File: config.mk
export PLATFORM = sky130hd
export DESIGN_NAME = bmdma_chan_regs
export DESIGN_NICKNAME = d
export VERILOG_FILES = /design/src/rtl/bmdma_pkg.sv /design/src/rtl/bmdma_wr_decode.sv /design/src/rtl/bmdma_cmd_ctl.sv /design/src/rtl/bmdma_stat_reg.sv /design/src/rtl/bmdma_chan_regs.sv
export SDC_FILE = /design/constraint.sdc
export NUM_CORES = 1
export LEC_CHECK = 0
export CORE_ASPECT_RATIO = 0.9
export CORE_MARGIN = 2
export CORE_UTILIZATION = 45
export DETAILED_ROUTE_END_ITERATION = 10
export DONT_BUFFER_PORTS = 1
export SLEW_MARGIN = 40
export SYNTH_ARGS = -nofsm -noshare
export SYNTH_HDL_FRONTEND = slang
export SYNTH_SLANG_ARGS = --single-unit
export TNS_END_PERCENT = 1
File: constraint.sdc
create_clock -name clk -period 3.9 [get_ports clk]
set_input_delay 0.585 -clock clk [delete_from_list [all_inputs] [get_ports clk]]
set_output_delay 0.585 -clock clk [all_outputs]
set_load 0.02 [all_outputs]
File: src/rtl/bmdma_pkg.sv
package bmdma_pkg;

    localparam int ADDR_W    = 3;
    localparam int SIZE_W    = 3;
    localparam int DATA_W    = 32;
    localparam int REG_BYTES = 1 << ADDR_W;
    localparam int IMG_W     = REG_BYTES * 8;
    localparam int ALIGN_B   = 2;

    localparam logic [ADDR_W-1:0] OFF_CMD   = 3'd0;
    localparam logic [ADDR_W-1:0] OFF_SPLO  = 3'd1;
    localparam logic [ADDR_W-1:0] OFF_STAT  = 3'd2;
    localparam logic [ADDR_W-1:0] OFF_SPHI  = 3'd3;
    localparam logic [ADDR_W-1:0] OFF_PTR   = 3'd4;

    typedef enum logic [2:0] {
        WK_NONE,
        WK_CMD,
        WK_STAT,
        WK_PTR,
        WK_SPLO,
        WK_SPHI,
        WK_BAD
    } wr_kind_e;

    typedef struct packed {
        logic cap0;
        logic cap1;
        logic irq;
        logic err;
        logic act;
    } stat_t;

    typedef struct packed {
        logic run;
        logic dir;
    } cmd_t;

    function automatic logic [7:0] pack_stat(stat_t s);
        return {1'b0, s.cap0, s.cap1, 2'b00, s.irq, s.err, s.act};
    endfunction

    function automatic logic [7:0] pack_cmd(cmd_t c);
        return {4'b0000, c.dir, 2'b00, c.run};
    endfunction

    function automatic logic size_ok(logic [SIZE_W-1:0] sz);
        return (sz == 3'd1) || (sz == 3'd2) || (sz == 3'd4);
    endfunction

endpackage

File: src/rtl/bmdma_wr_decode.sv
module bmdma_wr_decode
    import bmdma_pkg::*;
(
    input  logic              wr_en,
    input  logic              bm_en,
    input  logic [ADDR_W-1:0] addr,
    input  logic [SIZE_W-1:0] size,
    output wr_kind_e          kind
);

    always_comb begin
        kind = WK_NONE;
        if (wr_en && bm_en) begin
            kind = WK_BAD;
            if (size == 3'd1) begin
                case (addr)
                    OFF_CMD:  kind = WK_CMD;
                    OFF_SPLO: kind = WK_SPLO;
                    OFF_STAT: kind = WK_STAT;
                    OFF_SPHI: kind = WK_SPHI;
                    default:  kind = WK_BAD;
                endcase
            end else if (size == 3'd4 && addr == OFF_PTR) begin
                kind = WK_PTR;
            end
        end
    end

endmodule

File: src/rtl/bmdma_cmd_ctl.sv
module bmdma_cmd_ctl
    import bmdma_pkg::*;
(
    input  logic     clk,
    input  logic     rst,
    input  wr_kind_e kind,
    input  logic     w_run,
    input  logic     w_dir,
    input  logic     drive_present,
    input  logic     done_strobe,
    output cmd_t     cmd_q,
    output logic     act_q,
    output logic     start_q,
    output logic     abort_q,
    output logic     err_q
);

    cmd_t cmd_n;
    logic act_n, start_n, abort_n, err_n;

    always_comb begin
        cmd_n   = cmd_q;
        act_n   = act_q;
        start_n = 1'b0;
        abort_n = 1'b0;
        err_n   = (kind == WK_BAD);
        if (kind == WK_CMD) begin
            if (!cmd_q.run)
                cmd_n.dir = w_dir;
            if (!cmd_q.run && w_run) begin
                if (drive_present) begin
                    cmd_n.run = 1'b1;
                    act_n     = 1'b1;
                    start_n   = 1'b1;
                end else begin
                    err_n = 1'b1;
                end
            end else if (cmd_q.run && !w_run) begin
                cmd_n.run = 1'b0;
                act_n     = 1'b0;
                abort_n   = 1'b1;
            end
        end
        if (done_strobe) begin
            cmd_n.run = 1'b0;
            act_n     = 1'b0;
            start_n   = 1'b0;
        end
    end

    always_ff @(posedge clk) begin
        if (rst) begin
            cmd_q   <= '0;
            act_q   <= 1'b0;
            start_q <= 1'b0;
            abort_q <= 1'b0;
            err_q   <= 1'b0;
        end else begin
            cmd_q   <= cmd_n;
            act_q   <= act_n;
            start_q <= start_n;
            abort_q <= abort_n;
            err_q   <= err_n;
        end
    end

    p_start_sets_active_r3: assert property (@(posedge clk) disable iff (rst)
        start_q |-> act_q && cmd_q.run);

    p_abort_clears_active_r4: assert property (@(posedge clk) disable iff (rst)
        abort_q |-> !act_q && !cmd_q.run);

    p_dir_locked_r5: assert property (@(posedge clk) disable iff (rst)
        cmd_q.run |=> cmd_q.dir == $past(cmd_q.dir));

    p_done_stops_r8: assert property (@(posedge clk) disable iff (rst)
        done_strobe |=> !cmd_q.run && !act_q && !start_q);

    p_no_drive_no_start_r11: assert property (@(posedge clk) disable iff (rst)
        !drive_present && kind == WK_CMD |=> !start_q);

endmodule

File: src/rtl/bmdma_stat_reg.sv
module bmdma_stat_reg
    import bmdma_pkg::*;
(
    input  logic       clk,
    input  logic       rst,
    input  wr_kind_e   kind,
    input  logic [1:0] w_caps,
    input  logic       w_clr_irq,
    input  logic       w_clr_err,
    input  logic       done_strobe,
    input  logic       intr_strobe,
    output logic [1:0] caps_q,
    output logic       irq_q,
    output logic       err_q
);

    logic       wr_hit;
    logic [1:0] caps_n;
    logic       irq_n, err_n;

    assign wr_hit = (kind == WK_STAT);

    always_comb begin
        caps_n = wr_hit ? w_caps : caps_q;
        irq_n  = irq_q & ~(wr_hit & w_clr_irq);
        err_n  = err_q & ~(wr_hit & w_clr_err);
        if (done_strobe || intr_strobe)
            irq_n = 1'b1;
    end

    always_ff @(posedge clk) begin
        if (rst) begin
            caps_q <= 2'b11;
            irq_q  <= 1'b0;
            err_q  <= 1'b0;
        end else begin
            caps_q <= caps_n;
            irq_q  <= irq_n;
            err_q  <= err_n;
        end
    end

    p_irq_set_wins_r9: assert property (@(posedge clk) disable iff (rst)
        (done_strobe || intr_strobe) |=> irq_q);

    p_zero_keeps_irq_r6: assert property (@(posedge clk) disable iff (rst)
        irq_q && !(wr_hit && w_clr_irq) |=> irq_q);

    p_err_never_rises_r6: assert property (@(posedge clk) disable iff (rst)
        !err_q |=> !err_q);

endmodule

File: src/rtl/bmdma_chan_regs.sv
module bmdma_chan_regs
    import bmdma_pkg::*;
(
    input  logic              clk,
    input  logic              rst,
    input  logic              bm_en,
    input  logic              drive_present,
    input  logic [ADDR_W-1:0] acc_addr,
    input  logic [SIZE_W-1:0] acc_size,
    input  logic              wr_en,
    input  logic [DATA_W-1:0] wr_data,
    output logic [DATA_W-1:0] rd_data,
    input  logic              done_strobe,
    input  logic              intr_strobe,
    output logic              dma_start,
    output logic              dma_abort,
    output logic [DATA_W-1:0] dma_ptr,
    output logic              dma_dir,
    output logic              acc_err
);

    wr_kind_e          kind;
    cmd_t              cmd_q;
    stat_t             stat_v;
    logic              act_q, irq_q, derr_q;
    logic [1:0]        caps_q;
    logic [7:0]        sp_lo_q, sp_hi_q;
    logic [DATA_W-1:0] ptr_q, ptr_n;
    logic [IMG_W-1:0]  image, shifted;
    logic [ADDR_W:0]   rd_end;
    logic              rd_ok;
    logic [DATA_W-1:0] rd_mask;

    bmdma_wr_decode u_dec (
        .wr_en (wr_en),
        .bm_en (bm_en),
        .addr  (acc_addr),
        .size  (acc_size),
        .kind  (kind)
    );

    bmdma_cmd_ctl u_cmd (
        .clk           (clk),
        .rst           (rst),
        .kind          (kind),
        .w_run         (wr_data[0]),
        .w_dir         (wr_data[3]),
        .drive_present (drive_present),
        .done_strobe   (done_strobe),
        .cmd_q         (cmd_q),
        .act_q         (act_q),
        .start_q       (dma_start),
        .abort_q       (dma_abort),
        .err_q         (acc_err)
    );

    bmdma_stat_reg u_stat (
        .clk         (clk),
        .rst         (rst),
        .kind        (kind),
        .w_caps      (wr_data[6:5]),
        .w_clr_irq   (wr_data[2]),
        .w_clr_err   (wr_data[1]),
        .done_strobe (done_strobe),
        .intr_strobe (intr_strobe),
        .caps_q      (caps_q),
        .irq_q       (irq_q),
        .err_q       (derr_q)
    );

    // pointer is always word aligned; low bits are masked on the way in
    always_comb begin
        ptr_n = wr_data;
        ptr_n[ALIGN_B-1:0] = '0;
    end

    always_ff @(posedge clk) begin
        if (rst) begin
            ptr_q   <= '0;
            sp_lo_q <= '0;
            sp_hi_q <= '0;
        end else begin
            if (kind == WK_PTR)  ptr_q   <= ptr_n;
            if (kind == WK_SPLO) sp_lo_q <= wr_data[7:0];
            if (kind == WK_SPHI) sp_hi_q <= wr_data[7:0];
        end
    end

    assign stat_v = '{cap0: caps_q[1], cap1: caps_q[0], irq: irq_q,
                      err: derr_q, act: act_q};

    assign image   = {ptr_q, sp_hi_q, pack_stat(stat_v), sp_lo_q, pack_cmd(cmd_q)};
    assign shifted = image >> {acc_addr, 3'b000};
    assign rd_end  = {1'b0, acc_addr} + {1'b0, acc_size};
    assign rd_ok   = size_ok(acc_size) && (rd_end <= ADDR_W'(0) + (ADDR_W+1)'(REG_BYTES));

    always_comb begin
        case (acc_size)
            3'd1:    rd_mask = 32'h0000_00FF;
            3'd2:    rd_mask = 32'h0000_FFFF;
            default: rd_mask = 32'hFFFF_FFFF;
        endcase
        rd_data = rd_ok ? (shifted[DATA_W-1:0] & rd_mask) : '0;
    end

    assign dma_ptr = ptr_q;
    assign dma_dir = cmd_q.dir;

    p_disabled_write_r10: assert property (@(posedge clk) disable iff (rst)
        !bm_en |=> $stable(ptr_q) && $stable(sp_lo_q) && $stable(sp_hi_q) && !acc_err);

    p_bad_write_keeps_r11: assert property (@(posedge clk) disable iff (rst)
        kind == WK_BAD |=> acc_err && $stable(ptr_q) && $stable(sp_lo_q) && $stable(sp_hi_q));

    p_ptr_aligned_r7: assert property (@(posedge clk) disable iff (rst)
        kind == WK_PTR |=> ptr_q[ALIGN_B-1:0] == '0 && ptr_q[DATA_W-1:ALIGN_B] == $past(wr_data[DATA_W-1:ALIGN_B]));

    p_start_carries_ptr_r3: assert property (@(posedge clk) disable iff (rst)
        dma_start |-> $stable(ptr_q));

endmodule

Word-level counts from Yosys, hierarchy flattened
Index checks and enable logic that the tools add are counted.
- bits in registers: 55
- output and inout bits: 68
- add/sub/neg operators: 1
- magnitude comparators: 1
- eq/ne operators: 14
- shift-type cells: 1
- multiplexer cells: 15
- bitwise gates (word level): 10
- reduce and logical (&&, ||, !) cells: 17
- operators by type and width (operator ; count):
    one-hot mux 32 bit (2 select lines) ; 1
    right shift 64 x 6 -> 32 bit ; 1
    bitwise AND 32 bit ; 1
    2-to-1 mux 32 bit ; 1
    == test 3 x 2 -> 1 bit (second input constant) ; 5
    == test 3 bit (second input constant) ; 5
    one-hot mux 3 bit (4 select lines) ; 1
    == test 3 x 1 -> 1 bit (second input constant) ; 3
    2-to-1 mux 1 bit ; 9
    2-to-1 mux 3 bit ; 3
    logical AND 1 bit ; 5
    inverter 1 bit ; 5
    adder 3 x 3 -> 4 bit ; 1
    bitwise AND 1 bit ; 4
    <= comparator 4 bit (second input constant) ; 1
    OR reduction 4 bit ; 1
    logical NOT 3 bit ; 1
    logical OR 1 bit ; 3
    AND reduction 3 bit ; 1
    OR reduction 3 bit ; 1
    logical NOT 1 bit ; 2
    inequality test 2 bit (second input constant) ; 1
    AND reduction 2 bit ; 1
    nonzero test 2 bit ; 1
    OR reduction 2 bit ; 1

Depth between registers and ports, before layout
- word-level depth: 10
- depth in mapped cells: 10
- gate-level depth less buffers: 7

Hierarchy
From an unflattened synthesis, not the netlist that was laid out.
- cells, all modules: 440
- area, all modules: 3589.7 sq um
- modules (own cells, without submodules) (module ; times used ; cells an instance ; area each (sq um) ; seq. area each (sq um)):
    bmdma_chan_regs ; 1 ; 394 ; 3100.5 ; 920.9
    bmdma_cmd_ctl ; 1 ; 19 ; 226.5 ; 100.1
    bmdma_stat_reg ; 1 ; 16 ; 162.7 ; 80.1
    bmdma_wr_decode ; 1 ; 11 ; 100.1 ; 0.0

Worst setup path before layout
OpenSTA, ideal clock, no wires.
- path kind: input-to-output
- from: input port acc_addr[1]
- to: output port rd_data[2]
- arrival: 3.161 ns
- data required time: 3.315 ns
- path slack: 0.154 ns
- stages on the path: 8
- buffers on the path: 2
- cell sequence: buf_2 buf_2 inv_1 fa_1 xor2_1 a32oi_1 a311o_1 a2111oi_0
- cells in the longest elaborated chain, start to end: 4
- ends and longest elaborated chain (what ; RTL line ; source):
    start: declaration ; bmdma_chan_regs.sv:8 ; input logic [ADDR_W-1:0] acc_addr,
    adder 3 x 3 -> 4 bit ; bmdma_chan_regs.sv:94 ; assign rd_end = {1'b0, acc_addr} + {1'b0, acc_size};
    <= comparator 4 bit ; bmdma_chan_regs.sv:95 ; assign rd_ok = size_ok(acc_size) && (rd_end <= ADDR_W'(0) + (ADDR_W+1)'(REG_BYTES));
    logical AND 1 bit ; bmdma_chan_regs.sv:95 ;
    2-to-1 mux 32 bit (*) ; bmdma_chan_regs.sv:103 ; rd_data = rd_ok ? (shifted[DATA_W-1:0] & rd_mask) : '0;
    end: declaration ; bmdma_chan_regs.sv:12 ; output logic [DATA_W-1:0] rd_data,
Mark *: on every way between the ends. The rest lies on a longest branch, timed or not.

Worst setup path after layout
- from: input port acc_addr[0]
- to: output port rd_data[13]
The elaborated chain is that of the path after synthesis.

==> reports/qor.yml <==
pwr:
  finalPower_mw: 1.012
  leakagePower_nw: 1.343
  ir_drop_mv: 0.1180
  power.density_nw_per_um2: 271.0
synth:
  synth_cell_types: 53
  async_flop_share_pct: 0
  synthTopCellsByArea: "dfxtp_1 31%, mux2i_1 12%, nand2_1 7.4%, a21oi_1 6.5%, nor2_1 6.4%"
  syn-instance-count: 448
  yosysWarnings: 0
  syn_area_um2: 3565
  yosys.area.top_type: "dfxtp_1"
  ys_seq_area_share_pct: 30.89
  synthFlopType: "dfxtp_1"
  syn_avg_cell_area_um2: 7.957
  synth_top_cell_area_share_pct: 30.89
  synth-edff-count: 0
  synth_seq_cells: 55
cts:
  ctsHoldBuffers: 0
  path_clk_slew_ps: 100
  cts_sinks: 55
  postCtsSetupBuffers: 0
  cts_resized: 0
  cts_tree: "built"
  clockBufferDepth: 2
  clock_latency_ps: 310
  numCtsBuffers: 5
  clk_root_buffer_cell: "clkbuf_8"
  ctsHtreeMaxLevel: 2
global_route:
  antenna_found_initial: 0
  track_usage_pct: 24.20
  grt_max_degree: 59
  grt_pass1_vias: 2874
  grt_pass1_wl_um: 16310
  grt_overflow: 0
final_layout:
  drive_gt1_share_pct: 11.95
  multi_input_area_um2: 2276
  num-nets-final: 483
  syn_to_final_growth_pct: 4.774
  final_common_cell: "nand2_1"
  stdcell_area_um2: 3735
  final_cell_mix: "70 x nand2_1, 60 x nor2_1, 55 x dfxtp_1, 46 x a21oi_1, 43 x mux2i_1"
  seq_area_um2: 1101
  nFillCells: 752
  num_antenna_cells: 0
setup_path:
  slowest_stage: "or3_1"
  path_cells: "ha_1 > inv_1 > fa_1 > xor2_1 > a32oi_1 > or3_1 > a2111oi_1 > buf_4"
  setup.worst_path.class: "input port to output pin"
  arrival_ps: 2760
  worstSetupEndpointType: "output pin"
  cpPeakStageDelay_ps: 600
  start_kind: "input port"
  critPathTopFamily: "compound AO/OA/AOI/OAI gates"
  required_ps: 3310
  rr_startpoint: "u_cmd.cmd_q[1]$_SDFFE_PP0P_"
  critPathLaunch: "acc_addr[0]"
  path_buf_inv: 2
  cp_max_fo: 56
flow_run:
  drv_cap: 0
sta:
  worstMarginPinSlew_ps: 764.8
  fin_hold_ws_ps: 326.0
  setup_viol: 0
  maxSlewViolCount: 0
  finalSetupTns_ps: 0
  rsz0062_at_grt: "no"
  clock.fmax_ghz: 0.2986
  fin_worst_skew_ps: 0.3669
  period_minus_slack_ps: 3349
  finalHoldViolCount: 0
  post-route-period-util_pct: 85.86
  slew_headroom_pct: 48.91
floorplanning:
  core_region_area_um2: 7620
  dieArea_um2: 8650
  rows: 30
  start_util_pct: 46.78
  die_h_um: 88.44
  top_level_ports: 113
  die_w_um: 97.82
route:
  vias_per_cell: 6.198
  drtIter0Drc: 263
  first_pass_iters: 5
  antenna_left: 0
  routed_wl_um: 11030
  vias: 3291
  wl_per_cell_um: 20.76
  drc: 0
place:
  placed_area_um2: 3637
  place.gp.congestion: 0.8432
  io_buffers: 0
  dpl.hpwl_um: 7621
min_path:
  hp-class: "input port to register"
  min_from: "done_strobe"
outcome:
  status: "complete, no violations"
where the power goes:
group	leakage [nW]	internal [mW]	switching [mW]
Sequential	0.443	0.563	0.00403
Combinational	0.851	0.0471	0.0636
Clock	0.0484	0.146	0.188
Total	1.34	0.757	0.256
cell usage after synthesis (8+ instances only):
cell type and number:
a21oi_1 46, nand2b_1 8, a221oi_1 16, buf_2 10
nand2_1 70, nor2_1 61, clkbuf_1 21, nor2b_1 9
mux2_2 19, dfxtp_1 55, mux2i_1 43
final cells by class:
| type | instances | share of cell area (%) |
|---|---|---|
| Multi-Input combinational cell | 350 | 60.94 |
| Sequential cell | 55 | 29.48 |
| Timing Repair Buffer | 16 | 3.216 |
| Tap cell | 96 | 3.216 |
| Clock buffer | 7 | 2.312 |
| Inverter | 6 | 0.6030 |
| Clock inverter | 1 | 0.2345 |
per-layer routing:
layer	vias to the layer above	GRT usage, %	share of wire, %	routed length (um)
li1	1566	-	-	-
met1	1566	33.69	43	4770
met2	153	38.87	47	5202
met3	6	5.529	8.8	972
met4	0	5.303	0.73	80
met5	-	0	0	0
state kept, by name (all words and copies together), names as in the netlist:
signal         flops
u_stat.irq_q       1
u_cmd.abort_q      1
sp_lo_q            8
u_stat.err_q       1
u_cmd.err_q        1
u_cmd.start_q      1
u_stat.caps_q      2
dma_ptr           30
sp_hi_q            8
u_cmd.cmd_q        2
worst register-to-register path: stages, from the launching register on:
cell and delay (ps):
dfxtp_1 410, or4b_4 580, o21ai_1 120
final timing paths:
path / to / slack (ps) / depth (start not counted)
max: rd_data[13] / 550 / 8
min: u_cmd.start_q$_SDFF_PP0_ / 330 / 1
max reg2reg: u_cmd.err_q$_SDFF_PP0_ / 2740 / 2
min reg2reg: u_stat.err_q$_SDFF_PP0_ / 500 / 2
through the flow:
step           cells  utilization, %  setup WS (ps)
2_1_floorplan    449               -          153.8
3_5_place_dp     523           47.73          608.7
5_1_grt          531           49.01          512.2
3_3_place_gp     523           47.72          675.9
4_1_cts          531           48.98          590.0
6_report         531           49.01          551.4
logic make-up after synthesis:
family	after synthesis	synth area share, %
muxes	63	18.71
xor gates and xnor gates	2	0.4915
adders and majority gates	4	1.615
DFF	55	30.89
AOI/OAI and AO/OA	106	19.97
buffers and inverters	44	5.616
and+or+nand+nor	173	22.60
other	1	0.1052
No activity file was read; power rests on OpenSTA's default activity.
